===== config.mk =====
export PLATFORM = sky130hd
export DESIGN_NAME = line_codec
export DESIGN_NICKNAME = d
export VERILOG_FILES = /design/src/rtl/line_codec.sv
export SDC_FILE = /design/constraint.sdc
export NUM_CORES = 1
export LEC_CHECK = 0
export BUFFER_PORTS_ARGS = -buffer_cell sky130_fd_sc_hd__buf_2
export CAP_MARGIN = 0
export CORE_MARGIN = 3
export CORE_UTILIZATION = 29
export DETAILED_ROUTE_END_ITERATION = 8
export PLACE_DENSITY_LB_ADDON = 0.25
export SYNTH_ARGS = -nofsm -noshare
export SYNTH_HDL_FRONTEND = slang
export SYNTH_SLANG_ARGS = --single-unit

===== constraint.sdc =====
create_clock -name clk -period 1.8 [get_ports clk]
set_input_delay 0.27 -clock clk [delete_from_list [all_inputs] [get_ports clk]]
set_output_delay 0.27 -clock clk [all_outputs]
set_load 0.05 [all_outputs]

===== src/rtl/line_codec.sv =====
module line_codec #(
  parameter int OVS        = 16,
  parameter int MID_SAMPLE = 12,
  parameter int SLACK      = 4
) (
  input  logic       clk,
  input  logic       rst_n,
  input  logic [2:0] mode,
  input  logic       tx_stb,
  input  logic       tx_bit,
  output logic       tx_line,
  input  logic       rx_in,
  input  logic       rx_stb,
  output logic       rx_valid,
  output logic       rx_data,
  output logic       rx_viol
);
  localparam int HALF = OVS / 2;
  localparam int TMO  = OVS + SLACK;
  localparam int CW   = $clog2(TMO + 1);
  localparam logic [CW-1:0] HALF_C = CW'(HALF);
  localparam logic [CW-1:0] MID_C  = CW'(MID_SAMPLE);
  localparam logic [CW-1:0] TMO_C  = CW'(TMO);

  localparam logic [2:0] M_NRZ  = 3'd0;
  localparam logic [2:0] M_NRZI = 3'd1;
  localparam logic [2:0] M_FM0  = 3'd2;
  localparam logic [2:0] M_FM1  = 3'd3;
  localparam logic [2:0] M_MAN  = 3'd4;

  wire is_nrzi = (mode == M_NRZI);
  wire is_fm0  = (mode == M_FM0);
  wire is_fm1  = (mode == M_FM1);
  wire is_man  = (mode == M_MAN);
  wire is_fm   = is_fm0 | is_fm1;
  wire biphase = is_fm | is_man;

  // transmit
  logic [CW-1:0] tcnt;
  logic          tmid_pend;
  logic          tbit_q;

  always_ff @(posedge clk or negedge rst_n) begin
    if (!rst_n) begin
      tx_line   <= 1'b1;
      tcnt      <= '0;
      tmid_pend <= 1'b0;
      tbit_q    <= 1'b0;
    end else if (tx_stb) begin
      tbit_q    <= tx_bit;
      tcnt      <= CW'(1);
      tmid_pend <= biphase;
      if (is_nrzi)      tx_line <= tx_bit ? tx_line : ~tx_line;
      else if (is_fm)   tx_line <= ~tx_line;
      else              tx_line <= tx_bit;
    end else if (tmid_pend) begin
      if (tcnt == HALF_C) begin
        tmid_pend <= 1'b0;
        if (is_man)                      tx_line <= ~tbit_q;
        else if (is_fm0 && !tbit_q)      tx_line <= ~tx_line;
        else if (is_fm1 &&  tbit_q)      tx_line <= ~tx_line;
      end else begin
        tcnt <= tcnt + 1'b1;
      end
    end
  end

  // receive
  logic          rx_q;
  logic          locked;
  logic [CW-1:0] ph;
  logic          cell_lvl;
  logic          nrzi_ref;

  wire edge_seen = rx_in ^ rx_q;
  wire anchor    = edge_seen && (!locked || ph >= MID_C);

  always_ff @(posedge clk or negedge rst_n) begin
    if (!rst_n) begin
      rx_q     <= 1'b1;
      locked   <= 1'b0;
      ph       <= '0;
      cell_lvl <= 1'b1;
      nrzi_ref <= 1'b1;
      rx_valid <= 1'b0;
      rx_data  <= 1'b0;
      rx_viol  <= 1'b0;
    end else begin
      rx_q     <= rx_in;
      rx_valid <= 1'b0;
      rx_viol  <= 1'b0;
      if (!biphase) begin
        locked <= 1'b0;
        ph     <= '0;
        if (rx_stb) begin
          rx_valid <= 1'b1;
          rx_data  <= is_nrzi ? (rx_in == nrzi_ref) : rx_in;
          nrzi_ref <= rx_in;
        end
      end else if (anchor) begin
        locked   <= 1'b1;
        ph       <= CW'(1);
        cell_lvl <= rx_in;
        if (is_man) begin
          rx_valid <= 1'b1;
          rx_data  <= ~rx_in;
        end
      end else if (locked) begin
        if (ph == TMO_C) begin
          rx_viol <= 1'b1;
          locked  <= 1'b0;
          ph      <= '0;
        end else begin
          ph <= ph + 1'b1;
          if (is_fm && ph == MID_C) begin
            rx_valid <= 1'b1;
            rx_data  <= is_fm1 ? (rx_in != cell_lvl) : (rx_in == cell_lvl);
          end
        end
      end
    end
  end


  nrz_follow_chk: assert property (@(posedge clk) disable iff (!rst_n)
    (mode == M_NRZ && tx_stb) |=> tx_line == $past(tx_bit));

  nrzi_hold_chk: assert property (@(posedge clk) disable iff (!rst_n)
    (is_nrzi && tx_stb && tx_bit) |=> tx_line == $past(tx_line));

  fm_boundary_chk: assert property (@(posedge clk) disable iff (!rst_n)
    (is_fm && tx_stb) |=> tx_line != $past(tx_line));

  man_first_half_chk: assert property (@(posedge clk) disable iff (!rst_n)
    (is_man && tx_stb) |=> tx_line == $past(tx_bit));

  valid_viol_excl_chk: assert property (@(posedge clk) disable iff (!rst_n)
    !(rx_valid && rx_viol));

  level_valid_src_chk: assert property (@(posedge clk) disable iff (!rst_n)
    (rx_valid && !biphase) |-> $past(rx_stb));
endmodule


== After elaboration in Yosys (flattened, before gate mapping) ==
Index checks and enable logic that the tools add are counted.
Operators by class
  add/sub/neg operators: 2
  multiply operators: 0
  div/mod/pow operators: 0
  magnitude comparators: 1
  equal/unequal tests: 16
  shifts and indexed selects: 0
  multiplexer cells: 43
  bitwise gates (word level): 7
  reductions and logical operators: 16
Operators with widths (count)
  1-bit 2-to-1 mux: 36
  5-bit 2-to-1 mux: 7
  5-bit by 1-bit adder with 5-bit output, second input constant: 2
  5-bit by 4-bit equality test with 1-bit output, second input constant: 2
  3-bit != test, second input constant: 3
  3-bit by 2-bit equality test with 1-bit output, second input constant: 2
  3-bit by 1-bit != test with 1-bit output, second input constant: 2
  2-bit AND reduction: 3
  2-bit nonzero test: 3
  5-bit equality test, second input constant: 1
  5-bit by 4-bit >= comparator with 1-bit output, second input constant: 1
  5-bit AND reduction: 1
  1-bit logical AND: 4
  1-bit inverter: 4
  4-bit AND reduction: 1
  4-bit nonzero test: 1
  3-bit by 1-bit equality test with 1-bit output, second input constant: 1
  3-bit equality test, second input constant: 1
  1-bit equality test: 2
  1-bit logical NOT: 2
  2-bit != test, second input constant: 1
  1-bit OR: 2
  1-bit logical OR: 1
  1-bit != test: 1
  1-bit XOR: 1
Storage, ports and cells
  bits in registers: 20
  bits in latches: 0
  RAM bits: 0
  ROM bits: 0
  input bits: 9
  word-level logic and storage cells: 97
  memories kept: 0

== Depth between registers and ports, before layout ==
  word-level depth: 8
  mapped depth: 7
  gate-level depth less buffers: 7

== Worst setup path after synthesis ==
No wires, ideal clock.
  path kind: reg2reg
  start point: register tcnt[0]
  end point: register tx_line
  library setup time: 0.064 ns
  arrival: 1.563 ns
  data required time: 1.736 ns
  setup slack: 0.173 ns
  stages on the path, launching flop included: 8
  clock period less this slack: 1.627 ns
  path through: dfrtp_1 > inv_1 > ha_1 > nand4bb_1 > nor3b_1 > a21oi_1 > or4_1 > nand3_1
On the way
  word-level cells in the longest chain between the ends: 3
Ends and longest elaborated chain
  from (decl): RTL line 39  | logic [CW-1:0] tcnt;
  from (signal assigned): RTL line 63  | tcnt <= tcnt + 1'b1;
  5-bit by 4-bit equality test with 1-bit output: RTL line 57  | if (tcnt == HALF_C) begin
  2-bit nonzero test (no line)
  4-bit AND reduction (no line)
  to (signal assigned): RTL line 59  | if (is_man) tx_line <= ~tbit_q;
  to (signal assigned): RTL line 60  | else if (is_fm0 && !tbit_q) tx_line <= ~tx_line;
  to (signal assigned): RTL line 61  | else if (is_fm1 && tbit_q) tx_line <= ~tx_line;
  to (decl): RTL line 11  | output logic tx_line,
No other way between the ends.
A chain may end at the register's enable or synchronous reset.

== Worst setup path after layout ==
Ends and elaborated chain as after synthesis.

==> results.txt <==
Of the total power, the clock network draws 0.304. Clock tree synthesis selected as its root buffer the cell clkbuf_8. Cell internal power was estimated by the tool at between 0.0007 and 0.0008 W.

The cell area after synthesis is around 0.0011 mm². The worst ir drop on vdd came out at 0.488 mV. The clock-pin slew on the worst setup and hold paths is approximately 0.080 ns. The pin count of the biggest net entering global routing came out at 21. Measured along the y axis, the die boundary spans slightly below 70 µm. The maximum clock skew at final layout came out at about 0.0046 ns.

In the finished design, the share of the clock period the worst path needs comes to 0.919. The via density per instance came out at between 4 and 5. The required time of the critical path came out at 2.00 ns. In this run the worst setup path begins at tcnt[0]$_DFFE_PN0P_.

The detailed-routing iteration count for the pre-antenna-repair pass is 5. The part of the total power dissipated in combinational logic came out at 0.218. In this run, CTS created clock tree buffers numbering 3. The final total negative setup slack came out at 0 ns. The global-route usage over all layers came out at 0.109.

The worst hold-check path type is input port to flop. Compared with the post-synthesis result, the final layout area differs by 17.2%. The number of antenna violations at the first check in global routing is 0.

The total via count after detailed routing is approximately 910. The critical path is of the flop to flop type. The proportion of netlist area held by the largest area contributor is 0.350. 13 I/O pins were placed.

The leakage power total came out at approximately 0.59 nW. The final number of hold-violating endpoints was 0. The number of cells in the finished layout apart from fillers is roughly 190. Setup repair after global routing left no endpoint under its margin.

Yosys instantiated no cell more often than dfrtp_1. The wire length of the first global-routing pass is around 4000 µm. STA classifies the critical path endpoint as a flop.

The starting density of the core is 0.306. Of the synthesized area, sequential elements account for 0.442. The clock sink total came out at 20. The critical path runs through a total of 7 cells. The number of enable-type register cells in the synthesized netlist came out at 0.

STA puts the critical path data arrival time at between 1.5 and 2 ns. In this run the worst path has a maximum fanout of 3. The endpoint of the most critical register-to-register path is tx_line$_DFFE_PN1P_. The final period demand of the worst path came out at ~1.7 ns. The die covers between 0.004 and 0.005 mm². The starting DRC count in detailed routing is 18. The net count after synthesis is 133. Dividing total power by cell area gives a power density of about 830 mW/mm². The worst register-to-register path begins at tcnt[0]$_DFFE_PN0P_. The standard-cell row count is 22. The fraction of final layout cells with drive strength greater than 1 is 0.263.

For this run the aggregate overflow at the end of global routing stands at 0. In this run the remaining antenna-violating nets after routing total 0. The run finished with clean final reports. The slew of the pin with the lowest slew margin came out at between 0.4 and 0.5 ns. The die boundary width is 68.8 µm. The clock latency on the worst-skew pair came out at around 0.25 ns. STA classifies the critical path startpoint as a flop.

The warning count from the yosys run came out at 0. In this run the register-to-register setup slack is roughly 0.15 ns. The net count of the finished layout is roughly 150. The cell type with the largest total area after synthesis is dfrtp_1.

The core footprint came out at about 0.0037 mm². The cell with the biggest individual delay on the critical path is or4_1. The worst pin sits at a relative slew slack of 0.691.

The average wire length per cell after detail routing is approximately 12 µm. The sequential power share came out at 0.478. The number of pins with negative max-slew slack in the final report was 0. The count of input and output buffers came out at 12.

The distinct cell type count after synthesis is 37. By area the synthesized netlist is led by dfrtp_1, dfstp_2, ha_1. Traced cell by cell, the critical path runs through inv_1 > ha_1 > nand4bb_1 > nor3b_2 > a21oi_1 > or4_1 > nand3_1. The most common flop cell mapped by yosys is dfrtp_1. By count the netlist is led by dfrtp_1, nand2_1, nor2_1. In this design, the stage delay of the slowest critical-path cell is between 0.4 and 0.5 ns. Across all hold checks on the routed design, the worst slack comes to roughly 0.16 ns. No sink is reached through more buffers than the 2 on the longest clock path.

The worst register-to-register path has a depth of 7. The count of placed standard cells including taps came out at 180. The average size of a mapped cell came out at 9.54 µm². For this block, the routed nets add up to between 2000 and 2500 µm of wire. The count of antenna diodes in the layout came out at 0. TritonCTS built the clock tree. In this run the number of H-tree levels came out at 1. In the routed design, unresolved DRC markers number 0.

After synthesis, the share of flip-flops with an asynchronous set or reset is 1.00. The post-DP HPWL came out at roughly 1700 µm. The max-cap check violation count is 0.

The number of flip-flops and latches in the synthesized netlist is 20. The number of buffers and inverters on the critical path came out at 1. Derived from the worst setup path, the maximum achievable clock frequency is 605 MHz. The via count of the first global-routing pass came to ~860. The share of total power consumed by net switching is 0.293. The global placer's final weighted congestion came out at between 0.8 and 0.9. The cell family with the largest share of critical-path delay is simple AND/OR/NAND/NOR gates. The capturing instance or port of the critical path is tx_line$_DFFE_PN1P_. The number of setup violations in the final report came out at 0. The number of cells produced by synthesis is between 100 and 150.

Summed over all nets, the switching power comes to between 0.0003 and 0.0004 W. The buffers inserted during post-CTS setup optimization is 0.
==> registers in the layout, indices dropped and copies added (netlist names) <==
signal / cells
tcnt: 5
tx_line: 1
rx_valid: 1
nrzi_ref: 1
ph: 5
cell_lvl: 1
tbit_q: 1
locked: 1
tmid_pend: 1
rx_q: 1
rx_viol: 1
rx_data: 1
==> stage by stage <==
step / setup slack, ns / utilization / cell area (µm²) / total power, W
floorplan: 0.173 / - / 1140 / 0.000722
global placement: 0.149 / 0.340 / 1270 / 0.000783
detailed placement: 0.120 / 0.340 / 1270 / 0.000790
CTS: 0.107 / 0.357 / 1340 / 0.00114
global route: 0.00157 / 0.358 / 1340 / 0.00119
finish: 0.146 / 0.358 / 1340 / 0.00112
==> per-layer routing <==
| layer | up-vias | global-route usage | share of wire |
|---|---|---|---|
| li1 | 447 | - | - |
| met1 | 436 | 0.147 | 0.48 |
| met2 | 20 | 0.169 | 0.46 |
| met3 | 4 | 0.0243 | 0.043 |
| met4 | 0 | 0.0414 | 0.0085 |
| met5 | - | 0 | 0 |
==> area by class of cell <==
class | count | area (µm²)
fill | 414 | 2400
multi-input combinational | 87 | 587
sequential | 20 | 505
timing repair buffer | 17 | 100
tap | 48 | 60.1
clock buffer | 4 | 55.1
inverter | 9 | 33.8
==> kinds of logic (layout without fill, tap and decap cells) <==
| family | after synthesis | in the layout | share of synthesized area |
|---|---|---|---|
| xor gates and xnor gates | 7 | 7 | 0.0536 |
| buffers and inverters | 13 | 30 | 0.0503 |
| adders and majority gates | 4 | 4 | 0.0437 |
| muxes | 6 | 6 | 0.0601 |
| AOI/OAI and AO/OA | 22 | 22 | 0.128 |
| and+or+nand+nor | 48 | 48 | 0.223 |
| DFF | 20 | 20 | 0.442 |
==> timing repair <==
action | CTS | global route
hold endpoints to repair | 16 | 0
resized for setup | 0 | 1
hold buffers | 1 | 0
endpoints found under the setup margin | 0 | 1
==> worst min-delay path by stage <==
| stage | from | end | slack (ns) | cells after the start |
|---|---|---|---|---|
| floorplan | rst_n | locked$_DFF_PN0_ | -0.03 | 0 |
| global placement | rst_n | tbit_q$_DFFE_PN0P_ | 0.26 | 1 |
| detailed placement | rst_n | tbit_q$_DFFE_PN0P_ | 0.26 | 1 |
| CTS | rx_in | rx_q$_DFF_PN1_ | 0.16 | 1 |
| global route | rx_in | rx_q$_DFF_PN1_ | 0.15 | 1 |
| finish | rx_in | rx_q$_DFF_PN1_ | 0.16 | 1 |
==> placed cells by master (no fill, tap or decap), types with 2 or more instances in the layout <==
cell       n
dfrtp_1   16
ha_1       4
buf_2     12
nand2b_1   4
nand2_1   13
a21oi_1    8
buf_4      4
xnor2_1    2
mux2i_1    2
nor2_1    11
xor2_1     5
inv_1      9
a22oi_1    2
nand3_1    6
mux2_2     3
clkbuf_8   4
o21ai_0    5
nand4_1    3
dfstp_2    4
==> power by group through the flow <==
stage / registers [W] / logic [W] / clock network [W]
after CTS: 0.000536 / 0.000248 / 0.000355
final: 0.000535 / 0.000245 / 0.000340
after floorplan: 0.000586 / 0.000136 / 0
after global placement: 0.000542 / 0.000241 / 0
after detailed placement: 0.000544 / 0.000246 / 0
after global routing: 0.000543 / 0.000270 / 0.000378
(Power assumes the default switching activity.)
